==> config.mk <==
export PLATFORM = sky130hd
export DESIGN_NAME = excp_sequencer
export DESIGN_NICKNAME = d
export VERILOG_FILES = /design/src/rtl/excp_pkg.sv /design/src/rtl/excp_pend_bank.sv /design/src/rtl/excp_prio_pick.sv /design/src/rtl/excp_active_stack.sv /design/src/rtl/excp_sequencer.sv
export SDC_FILE = /design/constraint.sdc
export NUM_CORES = 1
export LEC_CHECK = 0
export BUFFER_PORTS_ARGS = -buffer_cell sky130_fd_sc_hd__buf_2
export CAP_MARGIN = 20
export CORE_MARGIN = 2
export CORE_UTILIZATION = 49
export CTS_BUF_LIST = sky130_fd_sc_hd__clkbuf_4 sky130_fd_sc_hd__clkbuf_8 sky130_fd_sc_hd__clkbuf_16
export CTS_CLUSTER_DIAMETER = 30
export DETAILED_ROUTE_END_ITERATION = 8
export PLACE_DENSITY_LB_ADDON = 0.05
export SYNTH_ARGS = -nofsm -noshare
export SYNTH_HDL_FRONTEND = slang
export SYNTH_SLANG_ARGS = --single-unit
==> constraint.sdc <==
create_clock -name clk -period 15 [get_ports clk]
set_input_delay 3 -clock clk [delete_from_list [all_inputs] [get_ports clk]]
set_output_delay 3 -clock clk [all_outputs]
set_load 0.02 [all_outputs]
==> src/rtl/excp_pkg.sv <==
package excp_pkg;
  localparam int NFIX = 3;  // reset, non-maskable, hard fault
  localparam int NSYS = 3;  // supervisor call, pendable service, system tick

  typedef enum logic [2:0] {
    S_RUN, S_PUSH_REQ, S_PUSH_WAIT, S_VEC, S_POP_REQ, S_POP_WAIT
  } seq_state_e;

  // Exception number of source index (index 0 is the reset request)
  function automatic int src_excnum(input int idx);
    case (idx)
      0: return 1;
      1: return 2;
      2: return 3;
      3: return 11;
      4: return 14;
      5: return 15;
      default: return 16 + idx - (NFIX + NSYS);
    endcase
  endfunction
endpackage

==> src/rtl/excp_pend_bank.sv <==
module excp_pend_bank #(
  parameter int NSRC  = 10,
  parameter int IDX_W = 4
) (
  input  logic             clk,
  input  logic             rst_n,
  input  logic [NSRC-1:0]  set_vec,
  input  logic             clr,
  input  logic [IDX_W-1:0] clr_idx,
  output logic [NSRC-1:0]  pend
);
  for (genvar g = 0; g < NSRC; g++) begin : g_bit
    always_ff @(posedge clk) begin
      if (!rst_n)                                  pend[g] <= 1'b0;
      else if (set_vec[g])                         pend[g] <= 1'b1;
      else if (clr && clr_idx == IDX_W'(g))        pend[g] <= 1'b0;
    end
  end
endmodule

==> src/rtl/excp_prio_pick.sv <==
module excp_prio_pick #(
  parameter int NSRC  = 10,
  parameter int LVL_W = 3,
  parameter int IDX_W = 4
) (
  input  logic [NSRC-1:0]       cand,
  input  logic [NSRC*LVL_W-1:0] lvl_flat,
  output logic                  pick_valid,
  output logic [IDX_W-1:0]      pick_idx,
  output logic [LVL_W-1:0]      pick_lvl
);
  // Strict compare in ascending index order: ties keep the lower number
  always_comb begin
    pick_valid = 1'b0;
    pick_idx   = '0;
    pick_lvl   = '1;
    for (int i = 0; i < NSRC; i++) begin
      if (cand[i] && (!pick_valid || lvl_flat[i*LVL_W +: LVL_W] < pick_lvl)) begin
        pick_valid = 1'b1;
        pick_idx   = IDX_W'(i);
        pick_lvl   = lvl_flat[i*LVL_W +: LVL_W];
      end
    end
  end
endmodule

==> src/rtl/excp_active_stack.sv <==
module excp_active_stack #(
  parameter int DEPTH      = 4,
  parameter int LVL_W      = 3,
  parameter int THREAD_LVL = 7
) (
  input  logic             clk,
  input  logic             rst_n,
  input  logic             push,
  input  logic [LVL_W-1:0] push_lvl,
  input  logic             pop,
  output logic [LVL_W-1:0] top_lvl,
  output logic [LVL_W-1:0] below_lvl,
  output logic             full,
  output logic             empty,
  output logic             depth_one
);
  localparam int CNT_W = $clog2(DEPTH + 1);

  logic [LVL_W-1:0] mem [DEPTH];
  logic [CNT_W-1:0] cnt;

  always_ff @(posedge clk) begin
    if (!rst_n)    cnt <= '0;
    else if (push) cnt <= cnt + 1'b1;
    else if (pop)  cnt <= cnt - 1'b1;
  end

  for (genvar e = 0; e < DEPTH; e++) begin : g_slot
    always_ff @(posedge clk) begin
      if (push && cnt == CNT_W'(e)) mem[e] <= push_lvl;
    end
  end

  always_comb begin
    top_lvl   = LVL_W'(THREAD_LVL);
    below_lvl = LVL_W'(THREAD_LVL);
    for (int e = 0; e < DEPTH; e++) begin
      if (cnt == CNT_W'(e + 1)) top_lvl   = mem[e];
      if (cnt == CNT_W'(e + 2)) below_lvl = mem[e];
    end
  end

  assign full      = (cnt == CNT_W'(DEPTH));
  assign empty     = (cnt == '0);
  assign depth_one = (cnt == CNT_W'(1));
endmodule

==> src/rtl/excp_sequencer.sv <==
module excp_sequencer
  import excp_pkg::*;
#(
  parameter int NUM_IRQ    = 4,
  parameter int PRIO_W     = 2,
  parameter int NEST_DEPTH = 4
) (
  input  logic                                     clk,
  input  logic                                     rst_n,
  input  logic [31:0]                              vec_base,
  input  logic                                     thread_psp,
  input  logic                                     rst_exc_req,
  input  logic                                     nmi_req,
  input  logic                                     hardfault_req,
  input  logic                                     svc_req,
  input  logic                                     pendsv_req,
  input  logic                                     systick_req,
  input  logic [NUM_IRQ-1:0]                       irq_req,
  input  logic [(NUM_IRQ+NSYS)*PRIO_W-1:0]         cfg_prio,
  input  logic [NUM_IRQ+NSYS-1:0]                  cfg_en,
  input  logic                                     exc_return,
  output logic                                     stk_req_valid,
  input  logic                                     stk_req_ready,
  output logic                                     stk_req_pop,
  output logic                                     stk_req_psp,
  input  logic                                     stk_done,
  output logic                                     vec_valid,
  input  logic                                     vec_ready,
  output logic [$clog2(16+NUM_IRQ)-1:0]            vec_num,
  output logic [31:0]                              vec_addr,
  output logic [$clog2(NFIX+(1<<PRIO_W)+1)-1:0]    exec_lvl
);
  localparam int NCFG       = NSYS + NUM_IRQ;
  localparam int NSRC       = NFIX + NCFG;
  localparam int THREAD_LVL = NFIX + (1 << PRIO_W);
  localparam int LVL_W      = $clog2(THREAD_LVL + 1);
  localparam int NUM_W      = $clog2(16 + NUM_IRQ);
  localparam int IDX_W      = $clog2(NSRC);

  // Source tables: level, eligibility, exception number
  logic [NSRC-1:0]       req_vec, src_en, pend;
  logic [NSRC*LVL_W-1:0] lvl_flat;
  logic [NUM_W-1:0]      num_tab [NSRC];

  assign req_vec = {irq_req, systick_req, pendsv_req, svc_req,
                    hardfault_req, nmi_req, rst_exc_req};

  for (genvar g = 0; g < NSRC; g++) begin : g_src
    assign num_tab[g] = NUM_W'(src_excnum(g));
    if (g < NFIX) begin : g_fixed
      assign lvl_flat[g*LVL_W +: LVL_W] = LVL_W'(g);
      assign src_en[g] = 1'b1;
    end else begin : g_cfg
      assign lvl_flat[g*LVL_W +: LVL_W] =
        LVL_W'(NFIX) + LVL_W'(cfg_prio[(g-NFIX)*PRIO_W +: PRIO_W]);
      assign src_en[g] = cfg_en[g-NFIX];
    end
  end

  seq_state_e       state;
  logic [IDX_W-1:0] sel_idx, pick_idx;
  logic [LVL_W-1:0] sel_lvl, pick_lvl, top_lvl, below_lvl;
  logic             pick_valid, full, empty, depth_one;
  logic             psp_q, thr_psp_q;
  logic             take_vec, ret_pop, late_hit;

  assign take_vec = (state == S_VEC) && vec_ready;
  assign ret_pop  = (state == S_RUN) && exc_return && !empty;
  assign late_hit = pick_valid && (pick_lvl < sel_lvl);

  excp_pend_bank #(.NSRC(NSRC), .IDX_W(IDX_W)) u_pend (
    .clk(clk), .rst_n(rst_n), .set_vec(req_vec),
    .clr(take_vec), .clr_idx(sel_idx), .pend(pend)
  );

  excp_prio_pick #(.NSRC(NSRC), .LVL_W(LVL_W), .IDX_W(IDX_W)) u_pick (
    .cand(pend & src_en), .lvl_flat(lvl_flat),
    .pick_valid(pick_valid), .pick_idx(pick_idx), .pick_lvl(pick_lvl)
  );

  excp_active_stack #(.DEPTH(NEST_DEPTH), .LVL_W(LVL_W), .THREAD_LVL(THREAD_LVL)) u_stack (
    .clk(clk), .rst_n(rst_n), .push(take_vec), .push_lvl(sel_lvl), .pop(ret_pop),
    .top_lvl(top_lvl), .below_lvl(below_lvl), .full(full), .empty(empty),
    .depth_one(depth_one)
  );

  always_ff @(posedge clk) begin
    if (!rst_n) begin
      state     <= S_RUN;
      sel_idx   <= '0;
      sel_lvl   <= LVL_W'(THREAD_LVL);
      psp_q     <= 1'b0;
      thr_psp_q <= 1'b0;
    end else begin
      case (state)
        S_RUN: begin
          if (ret_pop) begin
            if (pick_valid && pick_lvl < below_lvl) begin
              sel_idx <= pick_idx;          // tail chain: no pop, no push
              sel_lvl <= pick_lvl;
              state   <= S_VEC;
            end else begin
              psp_q <= depth_one & thr_psp_q;
              state <= S_POP_REQ;
            end
          end else if (pick_valid && pick_lvl < top_lvl && !full) begin
            sel_idx <= pick_idx;
            sel_lvl <= pick_lvl;
            psp_q   <= empty & thread_psp;
            if (empty) thr_psp_q <= thread_psp;
            state   <= S_PUSH_REQ;
          end
        end
        S_PUSH_REQ: begin
          if (late_hit) begin
            sel_idx <= pick_idx;
            sel_lvl <= pick_lvl;
          end
          if (stk_req_ready) state <= S_PUSH_WAIT;
        end
        S_PUSH_WAIT: begin
          if (stk_done) state <= S_VEC;
          else if (late_hit) begin
            sel_idx <= pick_idx;
            sel_lvl <= pick_lvl;
          end
        end
        S_VEC:      if (vec_ready)     state <= S_RUN;
        S_POP_REQ:  if (stk_req_ready) state <= S_POP_WAIT;
        S_POP_WAIT: if (stk_done)      state <= S_RUN;
        default:                       state <= S_RUN;
      endcase
    end
  end

  assign stk_req_valid = (state == S_PUSH_REQ) || (state == S_POP_REQ);
  assign stk_req_pop   = (state == S_POP_REQ);
  assign stk_req_psp   = psp_q;
  assign vec_valid     = (state == S_VEC);
  assign vec_num       = num_tab[sel_idx];
  assign vec_addr      = vec_base + {{(30-NUM_W){1'b0}}, vec_num, 2'b00};
  assign exec_lvl      = top_lvl;
endmodule

==> flow_summary.toml, run 1 <==
[synthesis]
syn_avg_cell_area_sq_um = 7.46
synth.area.top_cells = "dfxtp_1 12%, ha_1 11%, edfxtp_1 8.5%"
synth_top_area_share_pct = 11.9
seq_area_frac_synth_pct = 20.4
synth_area_leader_cell = "dfxtp_1"
synth_edf_count = 12
synth_flop_cell = "dfxtp_1"
syn_inst = 565
synth_nets = 672
ys_async_sr_fraction_pct = 0
synth_cell_types = 71
synth_warnings = 0
synth_commonest_cells = "57 x nor2_1, 56 x nand2_1, 50 x inv_1"
ys_ff_latch = 37
syn-cell-area_sq_um = 4220
synth.most_common_cell = "nor2_1"

[clock_tree]
clock_path_buffers = 2
hold_buffers = 0
cts_root_buf = "clkbuf_8"
cts_buffers = 5
cts.clk_slew.worst_paths_ns = 0.09
htree_num_levels = 2
clk_latency_ns = 0.31
clock_sinks = 37
cts_tree = "yes"

[worst_hold_path]
min_path_type = "reg2reg"
whs_path_depth = 2

[grt]
grt_pass1_vias = 4330
grtUsageTotal_pct = 24.7
grt-ovfl-total = 0
antenna_found_initial = 0
grt_pass1_wl_mm = 19.8
grt_max_degree = 23

[critical_path]
slowest_delay_ns = 0.52
cp.required_ns = 15.23
start_kind = "primary input"
endpoint_kind = "flop"
path_class = "in2reg"
arrival_ns = 14.56
crit_top_cell = "ha_1"
cp_max_fo = 9
cpMaxStageDelayCell = "or4_1"
reg2reg_depth = 55

[floorplanning]
die_x_um = 96.8
core-area_sq_um = 8300
core.rowCount = 33
io_pins = 114
die_h_um = 96.8
dieArea_sq_um = 9360
start_util_pct = 50.8

[cells_and_area]
finalNonFillerCells = 778
final_area_sq_um = 5050
n_antenna_cell = 0
fin_nets = 779
drive_gt1_share_pct = 22.4
area_growth_pct = 19.8

[placed_design]
placed_cells = 763
placed_area_sq_um = 4810
gp_congestion = 0.866
dp_slack_ns = -0.186
dpl.hpwl_mm = 9.57
numPortBuffers = 109

[timing]
finalMaxSlewViolations = 0
setup_slack_ns = 0.673
rsz0062_at_grt = "false"
hold_slack_ns = 0.512
hold_violations = 0
fin_crit_sh_pct = 95.5
worst_pin_slew_ns = 0.872
finClkSkew_ns = 0.0174
min_period_ns = 14.33
max_slew_margin_pct = 41.8
finalSetupViolations = 0
max_freq_mhz = 69.8

[route]
dr.pass1.iters = 7
drc_errors = 0
via_per_inst = 5.85
ant_nets = 0
vias = 4549
avgRoutedWirePerCell_um = 15.5
drt-initial-drc-count = 229
wirelength_mm = 12.0

[status]
status = "finished clean"

[pwr]
clkPwrFrac_pct = 14.7
power_density_nw_per_um2 = 150
power_switching_mw = 0.367
p_leak_nw = 2.30
p_total_mw = 0.755
seqPwrFrac_pct = 21.3
swShare_pct = 48.6
intPower_mw = 0.388
max-vdd-ir-drop_mv = 0.153
comb_power_share_pct = 64.0

[job]
cap_violations = 0
-- layout by cell type, fill, tap and decap left out, drive strengths merged, types with 8 or more instances in the layout --
cell type | netlist | layout
edfxtp | 12 | 12
nand3 | 23 | 23
o22ai | 8 | 8
nor2 | 57 | 57
nand2 | 56 | 56
and2 | 9 | 9
ha | 36 | 36
dfxtp | 25 | 25
xnor2 | 20 | 20
and3 | 8 | 8
xor2 | 10 | 10
a21oi | 39 | 39
buf | 4 | 116
o21ai | 24 | 24
o211ai | 12 | 12
inv | 50 | 51
or3 | 8 | 8
a21o | 12 | 12
nor3 | 18 | 18
nand2b | 8 | 8
o21a | 9 | 9
-- final cells by class --
type	count	area (sq um)
Clock buffer	5	68.8
Clock inverter	3	68.8
Fill cell	771	3250
Inverter	50	188
Multi-Input combinational cell	462	3140
Sequential cell	37	861
Tap cell	105	131
Timing Repair Buffer	116	598
-- worst max-delay path, delay by kind of cell --
| kind | cells | cell delay (ns) |
|---|---|---|
| AO/OA/AOI/OAI | 29 | 5.89 |
| AND/OR/NAND/NOR | 16 | 2.88 |
| adder cells (fa/ha/maj) | 8 | 2.22 |
| multiplexers | 1 | 0.28 |
| buffers and inverters | 3 | 0.26 |
-- timing repair --
| action | in CTS | in global routing |
|---|---|---|
| setup buffers | 0 | 7 |
| setup endpoints to repair | 0 | 11 |
| endpoints found under the hold margin | 0 | 0 |
| resized for setup | 0 | 14 |
-- metal layers --
| layer | GRT usage (%) | share of wire (%) | vias to the layer above |
|---|---|---|---|
| li1 | - | - | 2287 |
| met1 | 33.9 | 47 | 2082 |
| met2 | 40.9 | 46 | 167 |
| met3 | 4.55 | 6.5 | 13 |
| met4 | 4.66 | 0.85 | 0 |
| met5 | 0 | 0 | - |
-- power groups by stage --
stage	Clock, mW	Combinational (mW)	Sequential [mW]
floorplan	0	0.375	0.139
global placement	0	0.462	0.161
detailed placement	0	0.469	0.162
CTS	0.113	0.472	0.160
global route	0.116	0.539	0.166
finish	0.111	0.483	0.161
-- path summary, 6_finish.rpt --
kind | from | endpoint | slack (ns)
worst max-delay path | cfg_prio[0] | state[0] | 0.67
worst min-delay path | thr_psp_q | thr_psp_q | 0.51
worst max register to register | u_pend.pend[0] | state[0] | 2.84
worst min register to register | thr_psp_q | thr_psp_q | 0.51
-- logic make-up after synthesis --
family          synth area share [%]
simple gates                    25.8
compound gates                  28.3
fa+ha+maj                       11.2
xor+xnor                        6.23
flops                           20.4
buf+inv                         6.35
mux                             1.72
-- metrics by stage --
| step | setup TNS [ns] | util (%) |
|---|---|---|
| 4_1_cts | 0 | 59.7 |
| 3_3_place_gp | 0 | 58.0 |
| 2_1_floorplan | 0 | - |
| 3_5_place_dp | -0.240 | 58.0 |
| 5_1_grt | 0 | 60.9 |
| 6_report | 0 | 60.9 |
-- sequential cells by signal, indices dropped and copies added (netlist names) --
register     flops
sel_idx          4
sel_lvl          3
stk_req_psp      1
u_stack.mem     12
thr_psp_q        1
u_pend.pend     10
state            3
u_stack.cnt      3
Power figures use the tool's default switching activity.
==> inputs of run 2 (changes only) <==
--- a/config.mk
+++ b/config.mk
@@ -5,13 +5,13 @@
 export SDC_FILE = /design/constraint.sdc
 export NUM_CORES = 1
 export LEC_CHECK = 0
-export BUFFER_PORTS_ARGS = -buffer_cell sky130_fd_sc_hd__buf_2
 export CAP_MARGIN = 20
 export CORE_MARGIN = 2
 export CORE_UTILIZATION = 49
 export CTS_BUF_LIST = sky130_fd_sc_hd__clkbuf_4 sky130_fd_sc_hd__clkbuf_8 sky130_fd_sc_hd__clkbuf_16
 export CTS_CLUSTER_DIAMETER = 30
 export DETAILED_ROUTE_END_ITERATION = 8
+export DONT_BUFFER_PORTS = 1
 export PLACE_DENSITY_LB_ADDON = 0.05
 export SYNTH_ARGS = -nofsm -noshare
 export SYNTH_HDL_FRONTEND = slang
==> run 2 against run 1 <==
Power fell by 7.9%. First-iteration DRC count fell by 9.2%. Cell count decreased by 14%. Critical endpoint unchanged. Largest power group unchanged.
==> flow_summary.toml, run 2 (same netlist as run 1, synthesis figures left out) <==
[status]
status = "finished clean"

[grt]
antenna_found_initial = 0
grt_max_degree = 23
grtUsageTotal_pct = 23.6
grt_pass1_wl_mm = 18.8
grt_pass1_vias = 3900
grt-ovfl-total = 0

[timing]
max_freq_mhz = 70.6
finalMaxSlewViolations = 0
max_slew_margin_pct = 44.4
setup-tns-final_ns = 0
hold_violations = 0
rsz0062_at_grt = "false"
min_period_ns = 14.17
finClkSkew_ns = 0.00769
setup_slack_ns = 0.831
fin_crit_sh_pct = 94.5
finalSetupViolations = 0
worst_pin_slew_ns = 0.832
hold_slack_ns = 0.515

[cells_and_area]
n_antenna_cell = 0
area_growth_pct = 6.05
finalNonFillerCells = 668
top_register = "u_stack.mem"
final_area_sq_um = 4470
drive_gt1_share_pct = 6.93
final_common_cell = "nor2_1"
biggestRegsByFlops = "u_stack.mem: 12 flops, u_pend.pend: 10 flops, sel_idx: 4 flops"
post-route-util_pct = 53.9
n_fill_cell = 808
largest_reg_flops = 12
final_cell_mix = "57 x nor2_1, 56 x nand2_1, 50 x inv_1, 36 x a21oi_1, 36 x ha_1"
fin_nets = 669

[placed_design]
placed_area_sq_um = 4270
gp_congestion = 0.841
numPortBuffers = 0
placed_cells = 654
dpl.hpwl_mm = 9.06
dp_slack_ns = 0.126

[pwr]
intPower_mw = 0.344
max-vdd-ir-drop_mv = 0.133
clkPwrFrac_pct = 13.3
power_density_nw_per_um2 = 155
p_leak_nw = 1.85
comb_power_share_pct = 63.4
seqPwrFrac_pct = 23.3
p_total_mw = 0.695
swShare_pct = 50.5
power_switching_mw = 0.351

[route]
drc_errors = 0
drt-initial-drc-count = 208
avgRoutedWirePerCell_um = 16.9
ant_nets = 0
wirelength_mm = 11.3
top_layer_used = "met4"
route.met3.wl_um = 817
vias = 4121
m1WireLength_mm = 5.39
dr.pass1.iters = 5
via_per_inst = 6.17
wl_met2_mm = 4.98

[floorplanning]
core-area_sq_um = 8300
start_util_pct = 50.8
io_pins = 114
core.rowCount = 33
die_h_um = 96.8
dieArea_sq_um = 9360
die_x_um = 96.8

[clock_tree]
cts_buffers = 5
cts_tree = "yes"
clock_sinks = 37
htree_num_levels = 2
cts.clk_slew.worst_paths_ns = 0.08
clk_latency_ns = 0.30
clock_path_buffers = 2
cts_root_buf = "clkbuf_8"

[critical_path]
slowest_delay_ns = 0.52
reg2reg_depth = 55
cp_max_fo = 9
arrival_ns = 14.39
start_kind = "primary input"
cp.required_ns = 15.22
cpMaxStageDelayCell = "or4_1"
endpoint_kind = "flop"
path_class = "in2reg"
crit_top_cell = "ha_1"

[worst_hold_path]
whs_path_depth = 2
min_path_type = "reg2reg"

[job]
cap_violations = 0
==> run 2: layout make-up <==
class	instances	area, sq um	area share [%]
flip-flops and latches	37	861	19.3
clock inverters	3	46.3	1.04
well taps	105	131	2.94
clock buffers	5	68.8	1.54
multi-input cells	462	3130	70.0
inverters	50	188	4.20
repair buffers	6	45.0	1.01
==> run 2: worst max-delay path, delay by kind of cell <==
family,cells,cell delay [ns]
adders and majority gates,8,2.36
buffers and inverters,2,0.09
and+or+nand+nor,18,3.17
AOI/OAI and AO/OA,27,5.47
muxes,1,0.27
==> run 2: path summary, 6_finish.rpt <==
check	startpoint	to	slack (ns)
max	cfg_prio[0]	state[0]	0.83
min	thr_psp_q	thr_psp_q	0.51
max reg2reg	u_pend.pend[0]	state[0]	2.86
min reg2reg	thr_psp_q	thr_psp_q	0.51
==> run 2: routing by layer <==
metal  up-vias  global-route usage, %
li1       2064                      -
met1      1891                   34.3
met2       156                   37.3
met3        10                   4.19
met4         0                   3.90
met5         -                      0
==> run 2: what timing repair did <==
item                       4_1_cts  5_1_grt
setup endpoints to repair        0       11
hold buffers                     0        0
setup buffers                    0        6
resized for setup                0       12
==> run 2: power by group through the flow <==
| stage | logic [mW] | clock network, mW | registers [mW] |
|---|---|---|---|
| after floorplan | 0.375 | 0 | 0.139 |
| after global placement | 0.423 | 0 | 0.164 |
| after CTS | 0.429 | 0.0937 | 0.161 |
| after global routing | 0.493 | 0.0984 | 0.167 |
| after detailed placement | 0.426 | 0 | 0.164 |
| final | 0.441 | 0.0925 | 0.162 |
